==> src/rtl/ss_pkg.sv <==
package ss_pkg;
  localparam int INSTR_W = 48;
  localparam int OPC_W   = 8;
  localparam int CNT_W   = 8;
  localparam int SEL_W   = 4;
  localparam int DISP_W  = 12;
  localparam int REG_W   = 32;
  localparam int ADDR_W  = 24;
  localparam int BYTE_W  = 8;
  localparam int CC_W    = 2;

  typedef struct packed {
    logic [OPC_W-1:0]  opc;
    logic [CNT_W-1:0]  cnt;
    logic [SEL_W-1:0]  sel1;
    logic [DISP_W-1:0] disp1;
    logic [SEL_W-1:0]  sel2;
    logic [DISP_W-1:0] disp2;
  } ss_instr_t;

  typedef enum logic [1:0] {
    ST_IDLE   = 2'd0,
    ST_FIRST  = 2'd1,
    ST_SECOND = 2'd2,
    ST_FIN    = 2'd3
  } ss_state_e;

  localparam logic [CC_W-1:0] CC_EQ   = 2'd0;
  localparam logic [CC_W-1:0] CC_LOW  = 2'd1;
  localparam logic [CC_W-1:0] CC_HIGH = 2'd2;

  function automatic logic [ADDR_W-1:0] form_addr(
    input logic [SEL_W-1:0]  sel,
    input logic [REG_W-1:0]  base,
    input logic [DISP_W-1:0] disp
  );
    logic [ADDR_W-1:0] b;
    b = (sel == '0) ? '0 : base[ADDR_W-1:0];
    return b + ADDR_W'(disp);
  endfunction

  function automatic logic [CC_W-1:0] byte_order(
    input logic [BYTE_W-1:0] op1,
    input logic [BYTE_W-1:0] op2
  );
    if (op1 == op2)     return CC_EQ;
    else if (op1 < op2) return CC_LOW;
    else                return CC_HIGH;
  endfunction
endpackage

==> src/rtl/ss_ea.sv <==
module ss_ea
  import ss_pkg::*;
(
  input  logic [SEL_W-1:0]  sel,
  input  logic [REG_W-1:0]  base,
  input  logic [DISP_W-1:0] disp,
  output logic [ADDR_W-1:0] ea
);
  always_comb ea = form_addr(sel, base, disp);
endmodule

==> src/rtl/ss_cc_eval.sv <==
module ss_cc_eval
  import ss_pkg::*;
(
  input  logic [BYTE_W-1:0] op1,
  input  logic [BYTE_W-1:0] op2,
  output logic              differ,
  output logic [CC_W-1:0]   code
);
  always_comb begin
    code   = byte_order(op1, op2);
    differ = (code != CC_EQ);
  end
endmodule

==> src/rtl/ss_seq.sv <==
module ss_seq
  import ss_pkg::*;
(
  input  logic              clk,
  input  logic              rst_n,
  input  logic              start_ok,
  input  logic              is_cmp,
  input  logic [CNT_W-1:0]  cnt_in,
  input  logic [ADDR_W-1:0] ea1,
  input  logic [ADDR_W-1:0] ea2,
  input  logic [BYTE_W-1:0] mem_rdata,
  output logic [ADDR_W-1:0] mem_addr,
  output logic              mem_rd,
  output logic              mem_we,
  output logic [BYTE_W-1:0] mem_wdata,
  output logic              idle,
  output logic              busy,
  output logic              done,
  output logic [CC_W-1:0]   cc,
  output logic              cmp_active,
  output logic              step_fire,
  output logic              mismatch_hit
);
  ss_state_e         state_q;
  logic [ADDR_W-1:0] a1_q, a2_q;
  logic [CNT_W-1:0]  cnt_q;
  logic              cmp_q;
  logic [BYTE_W-1:0] hold_q;
  logic [CC_W-1:0]   cc_q;
  logic              differ;
  logic [CC_W-1:0]   code;
  logic              last_byte;

  ss_cc_eval u_cmp (
    .op1    (hold_q),
    .op2    (mem_rdata),
    .differ (differ),
    .code   (code)
  );

  always_comb begin
    idle         = (state_q == ST_IDLE);
    busy         = (state_q == ST_FIRST) || (state_q == ST_SECOND);
    done         = (state_q == ST_FIN);
    step_fire    = (state_q == ST_SECOND);
    cmp_active   = busy && cmp_q;
    last_byte    = (cnt_q == '0);
    mismatch_hit = step_fire && cmp_q && differ;
    mem_rd       = (state_q == ST_FIRST) || (step_fire && cmp_q);
    mem_we       = step_fire && !cmp_q;
    mem_wdata    = hold_q;
    cc           = cc_q;
    if (state_q == ST_FIRST) mem_addr = cmp_q ? a1_q : a2_q;
    else                     mem_addr = cmp_q ? a2_q : a1_q;
  end

  always_ff @(posedge clk or negedge rst_n) begin
    if (!rst_n) begin
      state_q <= ST_IDLE;
      a1_q    <= '0;
      a2_q    <= '0;
      cnt_q   <= '0;
      cmp_q   <= 1'b0;
      hold_q  <= '0;
      cc_q    <= CC_EQ;
    end else begin
      case (state_q)
        ST_IDLE: begin
          if (start_ok) begin
            a1_q    <= ea1;
            a2_q    <= ea2;
            cnt_q   <= cnt_in;
            cmp_q   <= is_cmp;
            state_q <= ST_FIRST;
          end
        end
        ST_FIRST: begin
          hold_q  <= mem_rdata;
          state_q <= ST_SECOND;
        end
        ST_SECOND: begin
          a1_q  <= a1_q + 1'b1;
          a2_q  <= a2_q + 1'b1;
          cnt_q <= cnt_q - 1'b1;
          if (mismatch_hit) begin
            cc_q    <= code;
            state_q <= ST_FIN;
          end else if (last_byte) begin
            if (cmp_q) cc_q <= CC_EQ;
            state_q <= ST_FIN;
          end else begin
            state_q <= ST_FIRST;
          end
        end
        default: state_q <= ST_IDLE;
      endcase
    end
  end
endmodule

==> src/rtl/ss_string_engine.sv <==
module ss_string_engine
  import ss_pkg::*;
#(
  parameter logic [7:0] OPC_MOVE = 8'hA1,
  parameter logic [7:0] OPC_CMP  = 8'hA5
) (
  input  logic        clk,
  input  logic        rst_n,
  input  logic        start,
  input  logic [47:0] instr,
  output logic [3:0]  rf_idx_a,
  input  logic [31:0] rf_val_a,
  output logic [3:0]  rf_idx_b,
  input  logic [31:0] rf_val_b,
  output logic [23:0] mem_addr,
  output logic        mem_rd,
  output logic        mem_we,
  output logic [7:0]  mem_wdata,
  input  logic [7:0]  mem_rdata,
  output logic        busy,
  output logic        done,
  output logic [1:0]  cc
);
  ss_instr_t         ins;
  logic [ADDR_W-1:0] ea1, ea2;
  logic              opc_known, is_cmp, idle;
  logic              start_ok, cmp_active, step_fire, mismatch_hit;

  always_comb begin
    ins       = ss_instr_t'(instr);
    rf_idx_a  = ins.sel1;
    rf_idx_b  = ins.sel2;
    is_cmp    = (ins.opc == OPC_CMP);
    opc_known = is_cmp || (ins.opc == OPC_MOVE);
    start_ok  = start && idle && opc_known;
  end

  ss_ea u_ea1 (.sel(ins.sel1), .base(rf_val_a), .disp(ins.disp1), .ea(ea1));
  ss_ea u_ea2 (.sel(ins.sel2), .base(rf_val_b), .disp(ins.disp2), .ea(ea2));

  ss_seq u_seq (
    .clk          (clk),
    .rst_n        (rst_n),
    .start_ok     (start_ok),
    .is_cmp       (is_cmp),
    .cnt_in       (ins.cnt),
    .ea1          (ea1),
    .ea2          (ea2),
    .mem_rdata    (mem_rdata),
    .mem_addr     (mem_addr),
    .mem_rd       (mem_rd),
    .mem_we       (mem_we),
    .mem_wdata    (mem_wdata),
    .idle         (idle),
    .busy         (busy),
    .done         (done),
    .cc           (cc),
    .cmp_active   (cmp_active),
    .step_fire    (step_fire),
    .mismatch_hit (mismatch_hit)
  );
endmodule

==> config.mk <==
export PLATFORM = sky130hd
export DESIGN_NAME = ss_string_engine
export DESIGN_NICKNAME = d
export VERILOG_FILES = /design/src/rtl/ss_pkg.sv /design/src/rtl/ss_ea.sv /design/src/rtl/ss_cc_eval.sv /design/src/rtl/ss_seq.sv /design/src/rtl/ss_string_engine.sv
export SDC_FILE = /design/constraint.sdc
export NUM_CORES = 1
export LEC_CHECK = 0
export BUFFER_PORTS_ARGS = -buffer_cell sky130_fd_sc_hd__clkbuf_2
export CAP_MARGIN = 20
export CORE_MARGIN = 4
export CORE_UTILIZATION = 40
export CTS_CLUSTER_SIZE = 8
export DETAILED_ROUTE_END_ITERATION = 10
export PLACE_DENSITY = 0.64
export SYNTH_ARGS = -nofsm -noshare
export SYNTH_HDL_FRONTEND = slang
export SYNTH_SLANG_ARGS = --single-unit
export TNS_END_PERCENT = 5
==> constraint.sdc <==
create_clock -name clk -period 2.2 [get_ports clk]
set_input_delay 0.44 -clock clk [delete_from_list [all_inputs] [get_ports clk]]
set_output_delay 0.44 -clock clk [all_outputs]
set_load 0.005 [all_outputs]
* After elaboration in Yosys (flattened, before gate mapping)
Cells that the tools add are included.
Word-level totals: flip-flop bits (word level) 69, bits in latches 0, memory bits (writable) 0, memory bits (read-only) 0, word-level logic and storage cells 60, memories kept 0
Cells by class: add/subtract/negate cells 5, multipliers 0, divide/modulo/power cells 0, $lt $le $gt $ge 1, equality and inequality tests 7, shift-type cells 0, multiplexer cells 20, bitwise logic cells 0, reduce and logical (&&, ||, !) cells 20
Operator list (number):
- $mux W24 | 7
- $pmux W24 S2 | 2
- $add A24 B1 Y24 const B | 2
- $add A24 B12 Y24 | 2
- $eq A8 B8 Y1 const B | 2
- $mux W2 | 8
- $pmux W8 S2 | 1
- $eq A8 B8 Y1 | 1
- $logic_not A4 Y1 | 2
- $logic_not A8 Y1 | 1
- $lt A8 B8 Y1 | 1
- $mux W8 | 1
- $reduce_bool A2 Y1 | 4
- $sub A8 B1 Y8 const B | 1
- $pmux W2 S3 | 1
- $logic_and A1 B1 Y1 | 5
- $eq A2 B2 Y1 const B | 2
- $reduce_and A2 Y1 | 2
- $logic_or A1 B1 Y1 | 3
- $reduce_and A3 Y1 | 1
- $eq A2 B1 Y1 const B | 1
- $logic_not A2 Y1 | 1
- $ne A2 B1 Y1 const B | 1
- $logic_not A1 Y1 | 1

* Longest topological paths before layout
Gate-level depths: netlist of the first run.
word-level depth 7, mapped depth 14, depth with buffers taken out 11

* By module
A second synthesis of the first run with hierarchy kept.
Unflattened totals: cell total of the unflattened synthesis 862, area, all modules 7045.5 µm²
By module, submodules not included:
- ss_seq | instances 1, cells an instance 501, area each 4564.4 µm²
- ss_ea (u_ea2) | instances 1, cells an instance 178, area each 1189.9 µm²
- ss_ea (u_ea1) | instances 1, cells an instance 139, area each 974.7 µm²
- ss_cc_eval | instances 1, cells an instance 30, area each 214.0 µm²
- ss_string_engine | instances 1, cells an instance 14, area each 102.6 µm²

* Least setup slack after synthesis of the first run
No wires, ideal clock.
path kind input -> register, start point in instr[13], end point reg u_seq.a2_q[17], setup time 111 ps, data arrival time 3518 ps, setup slack -1430 ps, cell stages on the path 12, path buffers 3, cell sequence or4_1 > buf_2 > clkbuf_1 > clkbuf_1 > and2_1 > ha_1 > a21oi_1 > o21ai_0 > o22ai_1 > nor2_1 > mux2_2 > a2111oi_2
Between the ends: longest elaborated chain between the ends 5
Ends and longest elaborated chain:
- from (decl) | RTL line ss_string_engine.sv:10 | input logic [47:0] instr,
- $logic_not A4 Y1 | RTL line ss_pkg.sv:38 | b = (sel == '0) ? '0 : base[ADDR_W-1:0];
- $mux W24 | RTL line ss_pkg.sv:38
- $add A24 B12 Y24 | RTL line ss_pkg.sv:39 | return b + ADDR_W'(disp);
- $mux W24 | RTL line ss_seq.sv:69 | if (start_ok) begin
- $pmux W24 S2 | RTL line ss_seq.sv:67 | case (state_q)
- to (signal assigned) | RTL line ss_seq.sv:83 | a2_q <= a2_q + 1'b1;
- to (decl) | RTL line ss_seq.sv:25 | logic [ADDR_W-1:0] a1_q, a2_q;
Every way passes these cells. The select of a mux whose other input is x is not followed. A chain may end at the register's enable or synchronous reset.

* Final worst setup path of the first run
Ends and elaborated chain as after synthesis.

==> flow_metrics.env, run 1 <==
export IMPL_clock_sinks=69
export IMPL_die_height_um=137
export IMPL_clock_skew_ns=0.0114
export IMPL_synth_common_cells="92 x nand2_1, 84 x a21oi_1, 69 x dfrtp_1"
export IMPL_syn_num_nets=1010
export IMPL_synth_largest_area_cell="dfrtp_1"
export IMPL_io_buffers=152
export IMPL_drv_slew=0
export IMPL_yosys_top_cells_area="dfrtp_1 26%, ha_1 7.7%, mux2_2 6.8%"
export IMPL_cts_tree="built"
export IMPL_rsz0062_at_grt="true"
export IMPL_synth_most_common_cell="nand2_1"
export IMPL_violations="negative setup slack"
export IMPL_cts_buffer_depth=2
export IMPL_grt_max_degree=70
export IMPL_vdd_drop_max_mv=0.469
export IMPL_start_util=0.414
export IMPL_drt_initial_drc_count=400
export IMPL_core_area_um2=16100
export IMPL_outcome="finished, violations left"
export IMPL_layout_setup_ws_ns=-0.523
export IMPL_max_freq_mhz=367
export IMPL_ant_nets=0
export IMPL_place_hpwl_um=16800
export IMPL_netlist_area_um2=6640
export IMPL_synthArstFlopShare=1.00
export IMPL_p_per_area_nw_per_um2=762
export IMPL_fin_crit_sh=1.24
export IMPL_via_count=7567
export IMPL_syn_area_per_cell_um2=7.87
export IMPL_post_drt_via_cell_ratio=5.61
export IMPL_ys_warn_count=0
export IMPL_clk_pin_slew_worst_paths_ns=0.06
export IMPL_routabilityCongestion=0.914
export IMPL_required_ns=2.44
export IMPL_synth_seq_area_share=0.260
export IMPL_drive_gt1_frac=0.440
export IMPL_ios=169
export IMPL_grt_total_usage=0.231
export IMPL_synth_edf_count=0
export IMPL_worst_slew_pin_slew_ns=0.549
export IMPL_r2r_setup_slack_ns=-0.06
export IMPL_dp_slack_ns=-0.958
export IMPL_path_max_fanout=7
export IMPL_hold_path_class="input port to async pin"
export IMPL_grt_antenna_before_repair=0
export IMPL_hold_viol_final=0
export IMPL_r2r_end="u_seq.a1_q[22]"
export IMPL_grt_pass1_wl_um=34900
export IMPL_root_buffer="clkbuf_16"
export IMPL_wire_per_inst_um=16.4
export IMPL_end_kind="flop"
export IMPL_ys_flop_type="dfrtp_1"
export IMPL_n_antenna_cell=0
export IMPL_fp_row_count=46
export IMPL_synth_cell_types=69
export IMPL_grt_pass1_vias=7379
export IMPL_clk_latency_ns=0.35
export IMPL_p_leak_nw=4.52
export IMPL_area_growth_pct=50.8
export IMPL_arrival_ns=2.96
export IMPL_cap_violations=0
export IMPL_slew_headroom=0.631
export IMPL_fillers=1419
export IMPL_r2r_start="u_seq.state_q[0]"
export IMPL_firstDrtPassIters=4
export IMPL_worst_r2r_cell_count=9
export IMPL_dieWidth_um=137
export IMPL_fin_nets=1294
export IMPL_routed_wl_um=22100
export IMPL_synth_top_area_frac=0.260
export IMPL_crit_path_start="instr[13]"
export IMPL_yosys_register_bits=69
export IMPL_h_tree_depth=3
export IMPL_grt_remaining_overflow=0
export IMPL_synthCells=844
export IMPL_start_kind="input port"
export IMPL_final_core_util=0.624
export IMPL_critical_path_class="input port to flop"
export IMPL_hold_buffers=0
export IMPL_die_area_um2=18700
export IMPL_finalSetupViolCount=64
export IMPL_numCtsBuffers=9
export IMPL_drc_errors=0
export IMPL_period_minus_slack_ns=2.72
export IMPL_endpoint="u_seq.a2_q[17]"
-- what timing repair did --
| item | 4_1_cts | 5_1_grt |
|---|---|---|
| setup endpoints to repair | 67 | 76 |
| gates resized for setup | 66 | 45 |
| setup buffers | 10 | 4 |
| pin swaps | 40 | 32 |
| gates cloned | 1 | 0 |
-- cell usage in the layout, fill, tap and decap left out, types with 10 or more instances in the layout --
| master | count |
|---|---|
| and2_4 | 12 |
| and3_1 | 10 |
| a21oi_1 | 70 |
| nor2_1 | 45 |
| nand2_1 | 89 |
| clkbuf_2 | 145 |
| dfrtp_1 | 69 |
| inv_1 | 26 |
| a31oi_1 | 12 |
| a21o_1 | 16 |
| mux2_2 | 24 |
| buf_4 | 155 |
| buf_6 | 11 |
| o22ai_1 | 11 |
| ha_4 | 24 |
| nor4_1 | 12 |
| nand4_1 | 16 |
| nor3_1 | 23 |
| nand3_1 | 36 |
| and2_1 | 14 |
| ha_1 | 17 |
| xor2_1 | 10 |
| o21ai_0 | 45 |
| mux2_4 | 16 |
-- kinds of logic after synthesis --
logic type,Yosys count,share of synthesized area
AND/OR/NAND/NOR,319,0.248
AO/OA/AOI/OAI,263,0.250
buffers and inverters,81,0.0518
flip-flops,69,0.260
multiplexers,48,0.0798
adder cells (fa/ha/maj),43,0.0832
XOR/XNOR,21,0.0277
-- where the power goes --
part / total [mW] / switching (mW) / internal [mW] / leakage [nW]
combinational: 4.10 / 1.98 / 2.12 / 3.55
clock: 1.37 / 0.602 / 0.766 / 0.132
sequential: 2.17 / 0.459 / 1.71 / 0.838
total: 7.63 / 3.04 / 4.59 / 4.52
-- per-stage QoR --
step | total power [mW] | setup TNS (ns) | hold slack [ns] | instance area [um2] | instances
floorplan | 4.18 | -32.62 | 0.144 | 7110 | 844
global placement | 5.83 | -33.13 | 0.467 | 9120 | 1319
detailed placement | 5.88 | -34.24 | 0.474 | 9120 | 1319
CTS | 7.49 | -18.08 | 0.126 | 9800 | 1345
global route | 8.14 | -25.11 | 0.136 | 10000 | 1349
finish | 7.63 | -19.54 | 0.101 | 10000 | 1349
-- area by class of cell --
class | instances | area [um2] | area share
well taps | 216 | 270 | 0.0270
repair buffers | 321 | 2150 | 0.214
flip-flops and latches | 69 | 1730 | 0.172
multi-input cells | 694 | 5460 | 0.545
clock inverters | 7 | 51.3 | 0.00512
clock buffers | 9 | 225 | 0.0225
inverters | 33 | 136 | 0.0136
-- critical path, stage by stage --
cell	delay, ns
buf_6	0.09
or4_4	0.60
buf_4	0.18
nand2_4	0.07
inv_2	0.04
ha_4	0.22
a211oi_4	0.24
o21ai_2	0.11
a211oi_4	0.33
nor2_4	0.06
mux2_4	0.31
a2111oi_2	0.28
-- state kept, by name (all words and copies together) (netlist names) --
name / count
u_seq.cmp_q: 1
u_seq.cc: 2
u_seq.a1_q: 24
u_seq.mem_wdata: 8
u_seq.cnt_q: 8
u_seq.state_q: 2
u_seq.a2_q: 24
-- per-layer routing --
| layer | wire length (um) | part of all wire | vias up | global-route usage |
|---|---|---|---|---|
| met2 | 10900 | 0.49 | 194 | 0.403 |
| met3 | 1260 | 0.057 | 20 | 0.0456 |
| met1 | 9670 | 0.44 | 3641 | 0.297 |
| li1 | - | - | 3712 | - |
| met5 | 0 | 0 | - | 0 |
| met4 | 290 | 0.013 | 0 | 0.0499 |
-- how the worst min path moves through the flow --
stage / start / to / depth (start not counted)
floorplan: rst_n / u_seq.a1_q[0] / 0
global placement: u_seq.cc[0] / u_seq.cc[0] / 2
detailed placement: u_seq.cc[0] / u_seq.cc[0] / 2
CTS: rst_n / u_seq.mem_wdata[4] / 2
global route: rst_n / u_seq.mem_wdata[4] / 2
finish: rst_n / u_seq.mem_wdata[4] / 2
Note: power is estimated with default switching activity, not from simulation.
==> run 2: changes to the inputs <==
--- a/config.mk
+++ b/config.mk
@@ -7,11 +7,13 @@
 export LEC_CHECK = 0
 export BUFFER_PORTS_ARGS = -buffer_cell sky130_fd_sc_hd__clkbuf_2
 export CAP_MARGIN = 20
+export CELL_PAD_IN_SITES_DETAIL_PLACEMENT = 1
+export CELL_PAD_IN_SITES_GLOBAL_PLACEMENT = 1
 export CORE_MARGIN = 4
-export CORE_UTILIZATION = 40
+export CORE_UTILIZATION = 36
 export CTS_CLUSTER_SIZE = 8
 export DETAILED_ROUTE_END_ITERATION = 10
-export PLACE_DENSITY = 0.64
+export PLACE_DENSITY = 0.78
 export SYNTH_ARGS = -nofsm -noshare
 export SYNTH_HDL_FRONTEND = slang
 export SYNTH_SLANG_ARGS = --single-unit
==> flow_metrics.env, run 2 (synthesis gave the netlist of run 1 again) <==
export IMPL_critPathMaxStageDelay_ns=0.59
export IMPL_clk_latency_ns=0.36
export IMPL_grt_remaining_overflow=0
export IMPL_max_freq_mhz=359
export IMPL_drt_initial_drc_count=410
export IMPL_routed_wl_um=29200
export IMPL_outcome="finished, violations left"
export IMPL_via_count=8195
export IMPL_place_area_um2=9170
export IMPL_start_util=0.367
export IMPL_path_max_fanout=5
export IMPL_crit_buf_inv=2
export IMPL_place_hpwl_um=20100
export IMPL_layout_setup_ws_ns=-0.588
export IMPL_cp_top_family="simple AND/OR/NAND/NOR gates"
export IMPL_firstDrtPassIters=5
export IMPL_cts_tree="built"
export IMPL_fin_nets=1301
export IMPL_grt_pass1_wl_um=44500
export IMPL_io_buffers=152
export IMPL_n_antenna_cell=0
export IMPL_hold_path_class="input port to async pin"
export IMPL_core_area_um2=18100
export IMPL_hold_buffers=0
export IMPL_p_total_mw=8.25
export IMPL_drive_gt1_frac=0.451
export IMPL_required_ns=2.45
export IMPL_die_area_um2=20700
export IMPL_tns_ns=-20.70
export IMPL_hold_viol_final=0
export IMPL_top_regs="u_seq.a1_q x24, u_seq.a2_q x24"
export IMPL_area_growth_pct=53.7
export IMPL_drv_slew=0
export IMPL_numCtsBuffers=9
export IMPL_fp_row_count=49
export IMPL_p_per_area_nw_per_um2=808
export IMPL_rsz0062_at_grt="true"
export IMPL_grt_antenna_before_repair=0
export IMPL_ios=169
export IMPL_grt_max_degree=70
export IMPL_ant_nets=0
export IMPL_violations="negative setup slack"
export IMPL_clock_sinks=69
export IMPL_cap_violations=0
export IMPL_drc_errors=0
export IMPL_p_leak_nw=4.62
export IMPL_slew_headroom=0.555
export IMPL_clk_pin_slew_worst_paths_ns=0.06
export IMPL_routabilityCongestion=0.854
export IMPL_cp_slowest_cell="or4_4"
export IMPL_clock_skew_ns=0.0105
export IMPL_period_minus_slack_ns=2.79
export IMPL_end_kind="flop"
export IMPL_fin_crit_sh=1.27
export IMPL_layout_common_cells="160 x buf_4, 146 x clkbuf_2, 88 x nand2_1"
export IMPL_worst_slew_pin_slew_ns=0.662
export IMPL_dieWidth_um=144
export IMPL_wire_per_inst_um=21.3
export IMPL_cts_buffer_depth=2
export IMPL_grt_total_usage=0.268
export IMPL_post_drt_via_cell_ratio=5.99
export IMPL_crit_chain="buf_8 -> or4_4 -> buf_4 -> and2_4 -> ha_4 -> and3_4 -> or2_4 -> o22ai_4 -> nor2_4 -> mux2_4 -> a2111oi_4"
export IMPL_grt_pass1_vias=8671
export IMPL_stdcell_area_um2=10200
export IMPL_root_buffer="clkbuf_16"
export IMPL_dp_slack_ns=-0.987
export IMPL_vdd_drop_max_mv=0.486
export IMPL_die_height_um=144
export IMPL_arrival_ns=3.04
export IMPL_start_kind="input port"
export IMPL_final_common_cell="buf_4"
export IMPL_finalSetupViolCount=65
export IMPL_h_tree_depth=3
export IMPL_critical_path_class="input port to flop"
==> run 2: cell count changes in the layout (fill, tap and decap cells not counted), sizes merged <==
cell,previous run,this run
clkbuf,154,155
buf,176,181
clkinv,5,2
clkinvlp,2,0
bufinv,0,2
inv,33,36
or4,7,8
==> run 2: power by group <==
part	total (mW)	switching, mW	internal (mW)
Clock	1.67	0.664	1.01
Sequential	2.22	0.515	1.71
Combinational	4.35	2.19	2.16
==> run 2: worst register-to-register path, stage by stage (launching register included) <==
cell and delay, ns:
dfrtp_1 0.40, inv_1 0.09, ha_2 0.18, nand3b_1 0.13, o31a_1 0.45, buf_4 0.22, nor4_1 0.47, nor4b_1 0.14
mux2i_1 0.18, nand2_1 0.07
==> run 2: stage by stage <==
| stage | util | std cells | hold slack, ns |
|---|---|---|---|
| 6_report | 0.564 | 1369 | 0.124 |
| 4_1_cts | 0.548 | 1364 | 0.123 |
| 3_5_place_dp | 0.507 | 1338 | 0.484 |
| 5_1_grt | 0.564 | 1369 | 0.161 |
| 2_1_floorplan | - | 844 | 0.144 |
| 3_3_place_gp | 0.507 | 1338 | 0.472 |
==> run 2: routing by layer <==
| layer | global-route usage | part of all wire | vias up |
|---|---|---|---|
| li1 | - | - | 3736 |
| met1 | 0.328 | 0.40 | 4080 |
| met2 | 0.474 | 0.51 | 294 |
| met3 | 0.0449 | 0.055 | 85 |
| met4 | 0.0976 | 0.034 | 0 |
| met5 | 0 | 0 | - |
==> run 2: path summary, 6_finish.rpt <==
path	startpoint	endpoint	slack (ns)	depth (start not counted)
min in group clk	instr[42]	u_seq.cmp_q	0.31	2
setup / recovery	instr[14]	u_seq.a2_q[17]	-0.59	11
setup reg to reg	u_seq.state_q[0]	u_seq.a1_q[22]	-0.23	9
hold reg to reg	u_seq.cc[0]	u_seq.cc[0]	0.49	2
hold / removal	rst_n	u_seq.state_q[0]	0.12	2
max in group asynchronous	rst_n	u_seq.a1_q[4]	1.75	2
==> run 2: layout make-up <==
class                      instances  area, um2
clock inverter                     7        104
sequential                        69       1730
multi-input combinational        695       5530
inverter                          33        136
timing repair buffer             327       2200
fill                            2164       7880
clock buffer                       9        225
tap                              229        287
==> run 2: what timing repair did <==
action | CTS | global route
resized for setup | 71 | 59
endpoints found under the setup margin | 68 | 75
cloned | 2 | 0
pin swaps | 47 | 30
buffers inserted | 9 | 5
==> run 3: changes to the inputs <==
==> constraint.sdc (replaced) <==
create_clock -name clk -period 2.5 [get_ports clk]
set_input_delay 0.5 -clock clk [delete_from_list [all_inputs] [get_ports clk]]
set_output_delay 0.5 -clock clk [all_outputs]
set_load 0.005 [all_outputs]
==> flow_metrics.env, run 3 (synthesis gave the netlist of run 1 again) <==
export IMPL_cts_buffer_depth=2
export IMPL_layout_setup_ws_ns=-0.422
export IMPL_grt_remaining_overflow=0
export IMPL_h_tree_depth=3
export IMPL_fin_nets=1247
export IMPL_cap_violations=0
export IMPL_drive_gt1_frac=0.411
export IMPL_grt_max_degree=82
export IMPL_drt_initial_drc_count=491
export IMPL_clk_latency_ns=0.34
export IMPL_arrival_ns=3.15
export IMPL_finalNonFillerCells=1315
export IMPL_fillers=2162
export IMPL_max_freq_mhz=342
export IMPL_post_drt_via_cell_ratio=5.90
export IMPL_hold_path_class="input port to async pin"
export IMPL_final_common_cell="clkbuf_2"
export IMPL_p_per_area_nw_per_um2=707
export IMPL_placedCellCount=1294
export IMPL_root_buffer="clkbuf_16"
export IMPL_tns_ns=-7.92
export IMPL_via_count=7763
export IMPL_place_hpwl_um=18900
export IMPL_drc_errors=0
export IMPL_area_growth_pct=45.3
export IMPL_finalSetupViolCount=35
export IMPL_vdd_drop_max_mv=0.423
export IMPL_p_total_mw=6.83
export IMPL_die_area_um2=20700
export IMPL_hold_slack_ns=0.186
export IMPL_path_max_fanout=7
export IMPL_die_height_um=144
export IMPL_stdcell_area_um2=9660
export IMPL_outcome="finished, violations left"
export IMPL_start_kind="input port"
export IMPL_core_area_um2=18100
export IMPL_p_leak_nw=4.29
export IMPL_clock_skew_ns=0.00586
export IMPL_grt_antenna_before_repair=0
export IMPL_firstDrtPassIters=5
export IMPL_n_antenna_cell=0
export IMPL_dp_slack_ns=-0.887
export IMPL_violations="negative setup slack"
export IMPL_worst_slew_pin_slew_ns=0.596
export IMPL_slew_headroom=0.599
export IMPL_fin_crit_sh=1.17
export IMPL_layout_common_cells="150 x clkbuf_2, 112 x buf_4, 89 x nand2_1"
export IMPL_grt_total_usage=0.239
export IMPL_ant_nets=0
export IMPL_clk_pin_slew_worst_paths_ns=0.06
export IMPL_start_util=0.367
export IMPL_place_area_um2=8770
export IMPL_ios=169
export IMPL_fp_row_count=49
export IMPL_routabilityCongestion=0.850
export IMPL_required_ns=2.73
export IMPL_io_buffers=152
export IMPL_wire_per_inst_um=19.9
export IMPL_grt_pass1_wl_um=40100
export IMPL_period_minus_slack_ns=2.92
export IMPL_numCtsBuffers=9
export IMPL_critical_path_class="input port to flop"
export IMPL_final_core_util=0.534
export IMPL_top_regs="u_seq.a1_q x24, u_seq.a2_q x24"
export IMPL_drv_slew=0
export IMPL_hold_viol_final=0
export IMPL_dieWidth_um=144
export IMPL_clock_sinks=69
export IMPL_cts_tree="built"
export IMPL_rsz0062_at_grt="true"
export IMPL_routed_wl_um=26200
export IMPL_end_kind="flop"
export IMPL_grt_pass1_vias=8024
-- run 3: cell types whose count changed in the layout (fill, tap and decap cells not counted), moves of 3 or more --
cell,previous run,this run
o21ai_1,11,5
inv_6,4,0
clkbuf_2,146,150
o21ai_0,39,47
buf_6,12,7
o22ai_2,3,0
buf_4,160,112
a211oi_1,6,9
ha_4,22,19
-- run 3: worst paths after layout --
check	cells past startpoint	slack, ns	start	end
hold / removal	2	0.19	rst_n	u_seq.cnt_q[5]
min in group clk	2	0.39	instr[42]	u_seq.cmp_q
setup reg to reg	8	-0.11	u_seq.state_q[1]	u_seq.a1_q[22]
setup / recovery	13	-0.42	instr[29]	u_seq.a1_q[14]
hold reg to reg	2	0.51	u_seq.cc[0]	u_seq.cc[0]
max in group asynchronous	2	1.98	rst_n	u_seq.a1_q[0]
-- run 3: cell type report --
type	count	area, um2	share of cell area
clock buffers	12	256	0.0266
clock inverters	4	70.1	0.00726
inverters	33	126	0.0131
multi-input cells	694	5430	0.562
flip-flops and latches	69	1730	0.179
well taps	229	287	0.0297
repair buffers	274	1760	0.183
-- run 3: routing by layer --
metal,GRT usage,part of all wire
met1,0.297,0.41
met2,0.434,0.52
met3,0.0443,0.054
met4,0.0441,0.014
met5,0,0
-- run 3: repair_timing --
action	CTS	global route
pin swaps	23	25
buffers inserted	4	0
resized for setup	47	56
hold buffers	0	0
cloned	1	0
setup endpoints to repair	57	62
-- run 3: critical path, stage by stage --
cell and delay [ns]:
buf_6 0.09, or4_4 0.57, buf_6 0.17, and2_4 0.14
ha_4 0.22, buf_4 0.16, inv_2 0.08, o22ai_4 0.09
buf_4 0.15, a2111oi_4 0.47, buf_4 0.20, nor3_1 0.04
a311o_1 0.26
-- run 3: power by group --
group | switching (mW) | total [mW] | leakage [nW] | internal [mW]
combinational | 1.72 | 3.37 | 3.29 | 1.65
sequential | 0.519 | 2.02 | 0.838 | 1.51
clock | 0.511 | 1.44 | 0.163 | 0.925
